### src/rtl/ledr_rx_pkg.sv
package ledr_rx_pkg;

    localparam int PKT_W       = 32;
    localparam int LEN_W       = 5;
    localparam int IDX_W       = $clog2(PKT_W);
    localparam int NL_W        = $clog2(LEN_W);
    localparam int SYNC_STAGES = 2;

    typedef enum logic [1:0] {
        ST_COUNT  = 2'd0,
        ST_DECODE = 2'd1,
        ST_WRITE  = 2'd2
    } rx_state_e;

    // one detected line symbol
    typedef struct packed {
        logic hit;   // any wire changed
        logic esc;   // both wires changed
        logic s;     // current data-wire level
    } sym_t;

    // write command from controller to storage
    typedef struct packed {
        logic             single;
        logic             bulk;
        logic [IDX_W-1:0] idx;
        logic [IDX_W:0]   lo;
        logic [IDX_W:0]   hi_excl;
        logic             val;
    } wr_cmd_t;

    function automatic logic in_span(input int i,
                                     input logic [IDX_W:0] lo,
                                     input logic [IDX_W:0] hi_excl);
        logic [IDX_W:0] pos;
        pos = (IDX_W+1)'(i);
        return (pos >= lo) && (pos < hi_excl);
    endfunction

endpackage

### src/rtl/ledr_rx_sync.sv
module ledr_rx_sync
    import ledr_rx_pkg::*;
#(
    parameter int STAGES = SYNC_STAGES
) (
    input  logic clk,
    input  logic rst,
    input  logic s_in,
    input  logic p_in,
    output sym_t sym
);
    logic [1:0] lanes_in;
    logic [1:0] cur;
    logic [1:0] prev;
    logic [1:0] chg;

    assign lanes_in = {p_in, s_in};

    generate
        for (genvar l = 0; l < 2; l++) begin : g_lane
            logic [STAGES-1:0] sh;
            always_ff @(posedge clk) begin
                if (rst) sh <= '0;
                else     sh <= {sh[STAGES-2:0], lanes_in[l]};
            end
            assign cur[l] = sh[STAGES-1];
        end
    endgenerate

    always_ff @(posedge clk) begin
        if (rst) prev <= '0;
        else     prev <= cur;
    end

    always_comb begin
        chg     = cur ^ prev;
        sym.hit = |chg;
        sym.esc = &chg;
        sym.s   = cur[0];
    end

endmodule

### src/rtl/ledr_rx_ctrl.sv
module ledr_rx_ctrl
    import ledr_rx_pkg::*;
(
    input  logic    clk,
    input  logic    rst,
    input  sym_t    sym,
    output wr_cmd_t cmd,
    output logic    pkt_valid
);
    rx_state_e        state;
    logic [IDX_W-1:0] cnt;
    logic [LEN_W-1:0] len;
    logic [LEN_W-1:0] len_next;
    logic [NL_W-1:0]  nlen;
    logic             last_bit;
    logic             go;
    logic [IDX_W:0]   span_lo;
    logic [IDX_W:0]   span_hi;
    logic             norm;

    assign norm     = sym.hit && !sym.esc;
    assign len_next = {len[LEN_W-2:0], sym.s};

    always_comb begin
        cmd.single  = (state == ST_COUNT) && norm;
        cmd.bulk    = (state == ST_WRITE) && go;
        cmd.idx     = cnt;
        cmd.lo      = span_lo;
        cmd.hi_excl = span_hi;
        cmd.val     = cmd.single ? sym.s : last_bit;
    end

    always_ff @(posedge clk) begin
        if (rst) begin
            state     <= ST_COUNT;
            cnt       <= '0;
            len       <= '0;
            nlen      <= '0;
            last_bit  <= 1'b0;
            go        <= 1'b0;
            span_lo   <= '0;
            span_hi   <= '0;
            pkt_valid <= 1'b0;
        end else begin
            pkt_valid <= 1'b0;
            case (state)
                ST_COUNT: begin
                    if (sym.hit && sym.esc) begin
                        state <= ST_DECODE;
                        len   <= '0;
                        nlen  <= '0;
                    end else if (norm) begin
                        last_bit <= sym.s;
                        if (cnt == IDX_W'(PKT_W-1)) begin
                            cnt       <= '0;
                            pkt_valid <= 1'b1;
                        end else begin
                            cnt <= cnt + 1'b1;
                        end
                    end
                end
                ST_DECODE: begin
                    if (norm) begin
                        len <= len_next;
                        if (nlen == NL_W'(LEN_W-1)) begin
                            state   <= ST_WRITE;
                            go      <= 1'b1;
                            span_lo <= {1'b0, cnt};
                            span_hi <= {1'b0, cnt} + (IDX_W+1)'(len_next);
                        end else begin
                            nlen <= nlen + 1'b1;
                        end
                    end
                end
                ST_WRITE: begin
                    if (go) begin
                        go <= 1'b0;
                        if (span_hi >= (IDX_W+1)'(PKT_W)) begin
                            cnt       <= '0;
                            pkt_valid <= 1'b1;
                        end else begin
                            cnt <= span_hi[IDX_W-1:0];
                        end
                    end
                    if (sym.hit) state <= ST_COUNT;
                end
                default: state <= ST_COUNT;
            endcase
        end
    end

    // completion pulse lasts one cycle
    a_r9_valid_single: assert property (@(posedge clk) disable iff (rst)
        pkt_valid |=> !pkt_valid);

    // an escape while counting opens length decoding
    a_r4_escape_opens: assert property (@(posedge clk) disable iff (rst)
        (state == ST_COUNT && sym.hit && sym.esc) |=> (state == ST_DECODE));

    // a bulk write lasts exactly one cycle
    a_r4_bulk_once: assert property (@(posedge clk) disable iff (rst)
        cmd.bulk |=> !cmd.bulk);

endmodule

### src/rtl/ledr_rx_store.sv
module ledr_rx_store
    import ledr_rx_pkg::*;
(
    input  logic             clk,
    input  logic             rst,
    input  wr_cmd_t          cmd,
    output logic [PKT_W-1:0] word
);
    logic [PKT_W-1:0] en;

    generate
        for (genvar i = 0; i < PKT_W; i++) begin : g_cell
            assign en[i] = (cmd.single && (cmd.idx == IDX_W'(i)))
                        || (cmd.bulk && in_span(i, cmd.lo, cmd.hi_excl));
            always_ff @(posedge clk) begin
                if (rst)        word[i] <= 1'b0;
                else if (en[i]) word[i] <= cmd.val;
            end
        end
    endgenerate

    // a single write enables exactly one cell
    a_r2_single_cell: assert property (@(posedge clk) disable iff (rst)
        cmd.single |-> $onehot(en));

    // no command, no enabled cell
    a_r5_idle_no_enable: assert property (@(posedge clk) disable iff (rst)
        (!cmd.single && !cmd.bulk) |-> (en == '0));

endmodule

### src/rtl/ledr_escape_rx.sv
module ledr_escape_rx
    import ledr_rx_pkg::*;
(
    input  logic             clk,
    input  logic             rst,
    input  logic             s_in,
    input  logic             p_in,
    output logic [PKT_W-1:0] packet,
    output logic             packet_valid
);
    sym_t    sym;
    wr_cmd_t cmd;

    ledr_rx_sync #(.STAGES(SYNC_STAGES)) u_sync (
        .clk (clk),
        .rst (rst),
        .s_in(s_in),
        .p_in(p_in),
        .sym (sym)
    );

    ledr_rx_ctrl u_ctrl (
        .clk      (clk),
        .rst      (rst),
        .sym      (sym),
        .cmd      (cmd),
        .pkt_valid(packet_valid)
    );

    ledr_rx_store u_store (
        .clk (clk),
        .rst (rst),
        .cmd (cmd),
        .word(packet)
    );

    // without a line change or a pending bulk write the packet holds
    a_r10_quiet_hold: assert property (@(posedge clk) disable iff (rst)
        (!sym.hit && !cmd.bulk) |=> $stable(packet));

endmodule

### config.mk
export PLATFORM = sky130hd
export DESIGN_NAME = ledr_escape_rx
export DESIGN_NICKNAME = d
export VERILOG_FILES = /design/src/rtl/ledr_rx_pkg.sv /design/src/rtl/ledr_rx_sync.sv /design/src/rtl/ledr_rx_ctrl.sv /design/src/rtl/ledr_rx_store.sv /design/src/rtl/ledr_escape_rx.sv
export SDC_FILE = /design/constraint.sdc
export NUM_CORES = 1
export LEC_CHECK = 0
export BUFFER_PORTS_ARGS = -buffer_cell sky130_fd_sc_hd__buf_2
export CAP_MARGIN = 15
export CORE_ASPECT_RATIO = 0.9
export CORE_MARGIN = 2
export CORE_UTILIZATION = 54
export CTS_CLUSTER_SIZE = 12
export DETAILED_ROUTE_END_ITERATION = 8
export GPL_TIMING_DRIVEN = 0
export PLACE_DENSITY_LB_ADDON = 0.25
export SLEW_MARGIN = 20
export SYNTH_ARGS = -nofsm -noshare
export SYNTH_HDL_FRONTEND = slang
export SYNTH_SLANG_ARGS = --single-unit
### constraint.sdc
create_clock -name clk -period 1.8 [get_ports clk]
set_input_delay 0.18 -clock clk [delete_from_list [all_inputs] [get_ports clk]]
set_output_delay 0.18 -clock clk [all_outputs]
set_load 0.05 [all_outputs]
==> flow_metrics.env <==
export IMPL_final_antenna_net_count=0
export IMPL_period_share_pct=109
export IMPL_path_max_fanout=7
export IMPL_synth_net_count=483
export IMPL_slew_violations=0
export IMPL_cts_tree="done"
export IMPL_track_usage_pct=30.7
export IMPL_io_pins=37
export IMPL_layout_min_cycle_time_ns=1.96
export IMPL_synth_edf_count=0
export IMPL_critPathRequiredTime_ns=2.00
export IMPL_cp_start_kind="flip-flop"
export IMPL_remaining_drc_errors=0
export IMPL_postLayoutSetupSlackWorst_ns=-0.165
export IMPL_cp_top_family="multiplexers"
export IMPL_vias_per_cell=6.38
export IMPL_num_vias=4005
export IMPL_crit_arrival_ns=2.16
export IMPL_core_area_um2=7080
export IMPL_min_path_type="in2reg"
export IMPL_htreeDepth=3
export IMPL_hold_viol=0
export IMPL_clock_latency_ns=0.35
export IMPL_ys_ff_latch=66
export IMPL_wirelength_um=12600
export IMPL_max_stage_delay_ns=0.36
export IMPL_crit_buf_inv=3
export IMPL_num_nets_final=554
export IMPL_grt_pass1_wl_um=19000
export IMPL_clock_path_buffers=2
export IMPL_rsz0062_at_grt="yes"
export IMPL_diodes=0
export IMPL_start_util_pct=55.8
export IMPL_setup_viol=44
export IMPL_crit_chain="xor2_2 -> inv_1 -> ha_1 -> buf_6 -> and2_4 -> mux2_4 -> buf_6 -> a21oi_4 -> a311oi_2"
export IMPL_path_common_cell="buf_6"
export IMPL_violations="negative setup slack"
export IMPL_worst_setup_path_type="reg2reg"
export IMPL_antenna_found_initial=0
export IMPL_avgSynthCellArea_um2=8.59
export IMPL_grt_pass1_vias=3740
export IMPL_wl_per_cell_um=20.0
export IMPL_syn_area_um2=3950
export IMPL_cts_hold_buf=0
export IMPL_ys_flop_type="dfxtp_1"
export IMPL_yosysTopAreaCell="dfxtp_1"
export IMPL_netlist_instances=459
export IMPL_grt_max_degree=11
export IMPL_seq_area_frac_synth_pct=33.5
export IMPL_num_rows=29
export IMPL_dr_first_iter_drc_count=473
export IMPL_maxCapViolCount=0
export IMPL_holdWs_ns=0.0346
export IMPL_max_freq_mhz=509
export IMPL_tightest_slew_ns=0.663
export IMPL_cts_sinks=66
export IMPL_dp_hpwl_um=8130
export IMPL_gp_congestion=0.988
export IMPL_peakVddDrop_v=0.000537
export IMPL_max_slew_margin_pct=55.8
export IMPL_port_buffers=35
export IMPL_p_per_area_nw_per_um2=752
export IMPL_numCtsBuffers=9
export IMPL_cts_clk_slew_worst_paths_ns=0.08
export IMPL_dieArea_um2=8010
export IMPL_fillers=518
export IMPL_area_growth_pct=29.9
export IMPL_p_leak_nw=2.02
export IMPL_dr_pass1_iters=5
export IMPL_async_flop_share_pct=0
export IMPL_post_place_ws_ns=-0.344
export IMPL_cts_root_buf="clkbuf_8"
export IMPL_grt_overflow=0
export IMPL_ys_types=64
export IMPL_ys_warnings_count=0
export IMPL_fp_dieH_um=85.1
export IMPL_layout_drive_gt1_share_pct=34.8
export IMPL_die_width_um=94.1
export IMPL_skew_ns=0.0147
export IMPL_yosysTopAreaCellShare_pct=33.5
export IMPL_slowest_stage="mux2_4"
export IMPL_critPathCaptureType="flip-flop"
export IMPL_status="complete, but fails checks"
export IMPL_ys_top_cells_by_area="dfxtp_1, mux2i_1, ha_1"
state kept, by name, indices dropped and copies added, names as in the netlist:
register	cells
u_ctrl.span_lo	5
u_ctrl.last_bit	1
u_ctrl.pkt_valid	1
u_ctrl.span_hi	6
u_ctrl.nlen	3
u_sync.prev	2
u_ctrl.state	2
u_store.word	32
u_ctrl.go	1
u_sync.g_lane.sh	4
u_ctrl.len	4
u_ctrl.cnt	5
logic make-up after synthesis:
| group | count (synthesis) | synth area share (%) |
|---|---|---|
| AO/OA/AOI/OAI | 118 | 21.5 |
| XOR/XNOR | 6 | 1.33 |
| adder cells (fa/ha/maj) | 20 | 6.53 |
| buffers and inverters | 56 | 7.42 |
| flip-flops | 66 | 33.5 |
| multiplexers | 34 | 8.75 |
| AND/OR/NAND/NOR | 159 | 21.0 |
layout by cell type (no fill, tap or decap), types with 5 or more instances in the layout:
| cell | count |
|---|---|
| buf_4 | 24 |
| clkbuf_1 | 14 |
| clkbuf_8 | 11 |
| buf_2 | 43 |
| nand2_1 | 43 |
| a211oi_1 | 8 |
| a311oi_1 | 5 |
| a22oi_1 | 8 |
| a21oi_1 | 20 |
| nor3_1 | 5 |
| mux2i_1 | 31 |
| nor2b_1 | 11 |
| nand3_1 | 13 |
| buf_6 | 13 |
| nor2_1 | 25 |
| nor2_4 | 7 |
| dfxtp_1 | 59 |
| nand3_2 | 6 |
| a211o_1 | 6 |
| o21ai_0 | 11 |
| ha_1 | 15 |
| inv_1 | 17 |
| a21oi_2 | 8 |
Yosys cell counts, types with 7 or more instances:
library cell	n
dfxtp_1	66
nand2_1	46
nor2_1	34
mux2i_1	33
a21oi_1	28
nand3_1	20
ha_1	19
inv_1	18
o21ai_0	14
clkbuf_1	13
nor2b_1	13
a22oi_1	12
buf_2	12
a211oi_1	9
buf_6	7
nor3_1	7
stage by stage:
step	cell area, µm²	TNS, ns	instances	util (%)	power [mW]
2_1_floorplan	3960	-2.95	459	-	2.05
6_report	5130	-4.90	628	72.4	3.86
5_1_grt	5130	-9.08	628	72.4	3.99
3_3_place_gp	4250	-8.73	587	60.1	2.20
3_5_place_dp	4250	-10.91	587	60.1	2.22
4_1_cts	4690	-4.65	615	66.3	3.59
final cells by class:
| cell class | instances | area, µm² | share of cell area, % |
|---|---|---|---|
| well taps | 93 | 116 | 2.27 |
| clock inverters | 2 | 35.0 | 0.683 |
| flip-flops and latches | 66 | 1340 | 26.1 |
| multi-input cells | 339 | 2780 | 54.2 |
| inverters | 20 | 78.8 | 1.54 |
| plain buffers | 35 | 229 | 4.47 |
| clock buffers | 14 | 163 | 3.17 |
| repair buffers | 59 | 387 | 7.54 |
metal layers:
layer | vias to the layer above | GRT usage (%) | routed length (µm)
li1 | 1805 | - | -
met1 | 1906 | 44.0 | 5620
met2 | 249 | 44.2 | 5450
met3 | 45 | 8.61 | 1220
met4 | 0 | 10.7 | 295
met5 | - | 0 | 0
power breakdown:
part	switching, mW	internal [mW]	total, mW
Clock	0.591	0.717	1.31
Combinational	0.601	0.392	0.992
Sequential	0.0503	1.51	1.56
Total	1.24	2.61	3.86
final timing paths:
path	startpoint	to	slack, ns	cells past startpoint
setup reg to reg	u_sync.g_lane[1].sh[1]$_SDFF_PP0_	u_store.word[5]$_SDFFE_PP0P_	-0.16	9
setup / recovery	u_sync.g_lane[1].sh[1]$_SDFF_PP0_	u_store.word[5]$_SDFFE_PP0P_	-0.16	9
hold reg to reg	u_sync.g_lane[1].sh[0]$_SDFF_PP0_	u_sync.g_lane[1].sh[1]$_SDFF_PP0_	0.45	1
hold / removal	s_in	u_sync.g_lane[0].sh[0]$_SDFF_PP0_	0.03	2
timing repair:
action                                  CTS  global route
resized for setup                        43            73
buffers inserted                         10            12
gates cloned                              3             2
pin swaps                                 5            25
endpoints found under the setup margin   57            59
(Power assumes the default switching activity.)
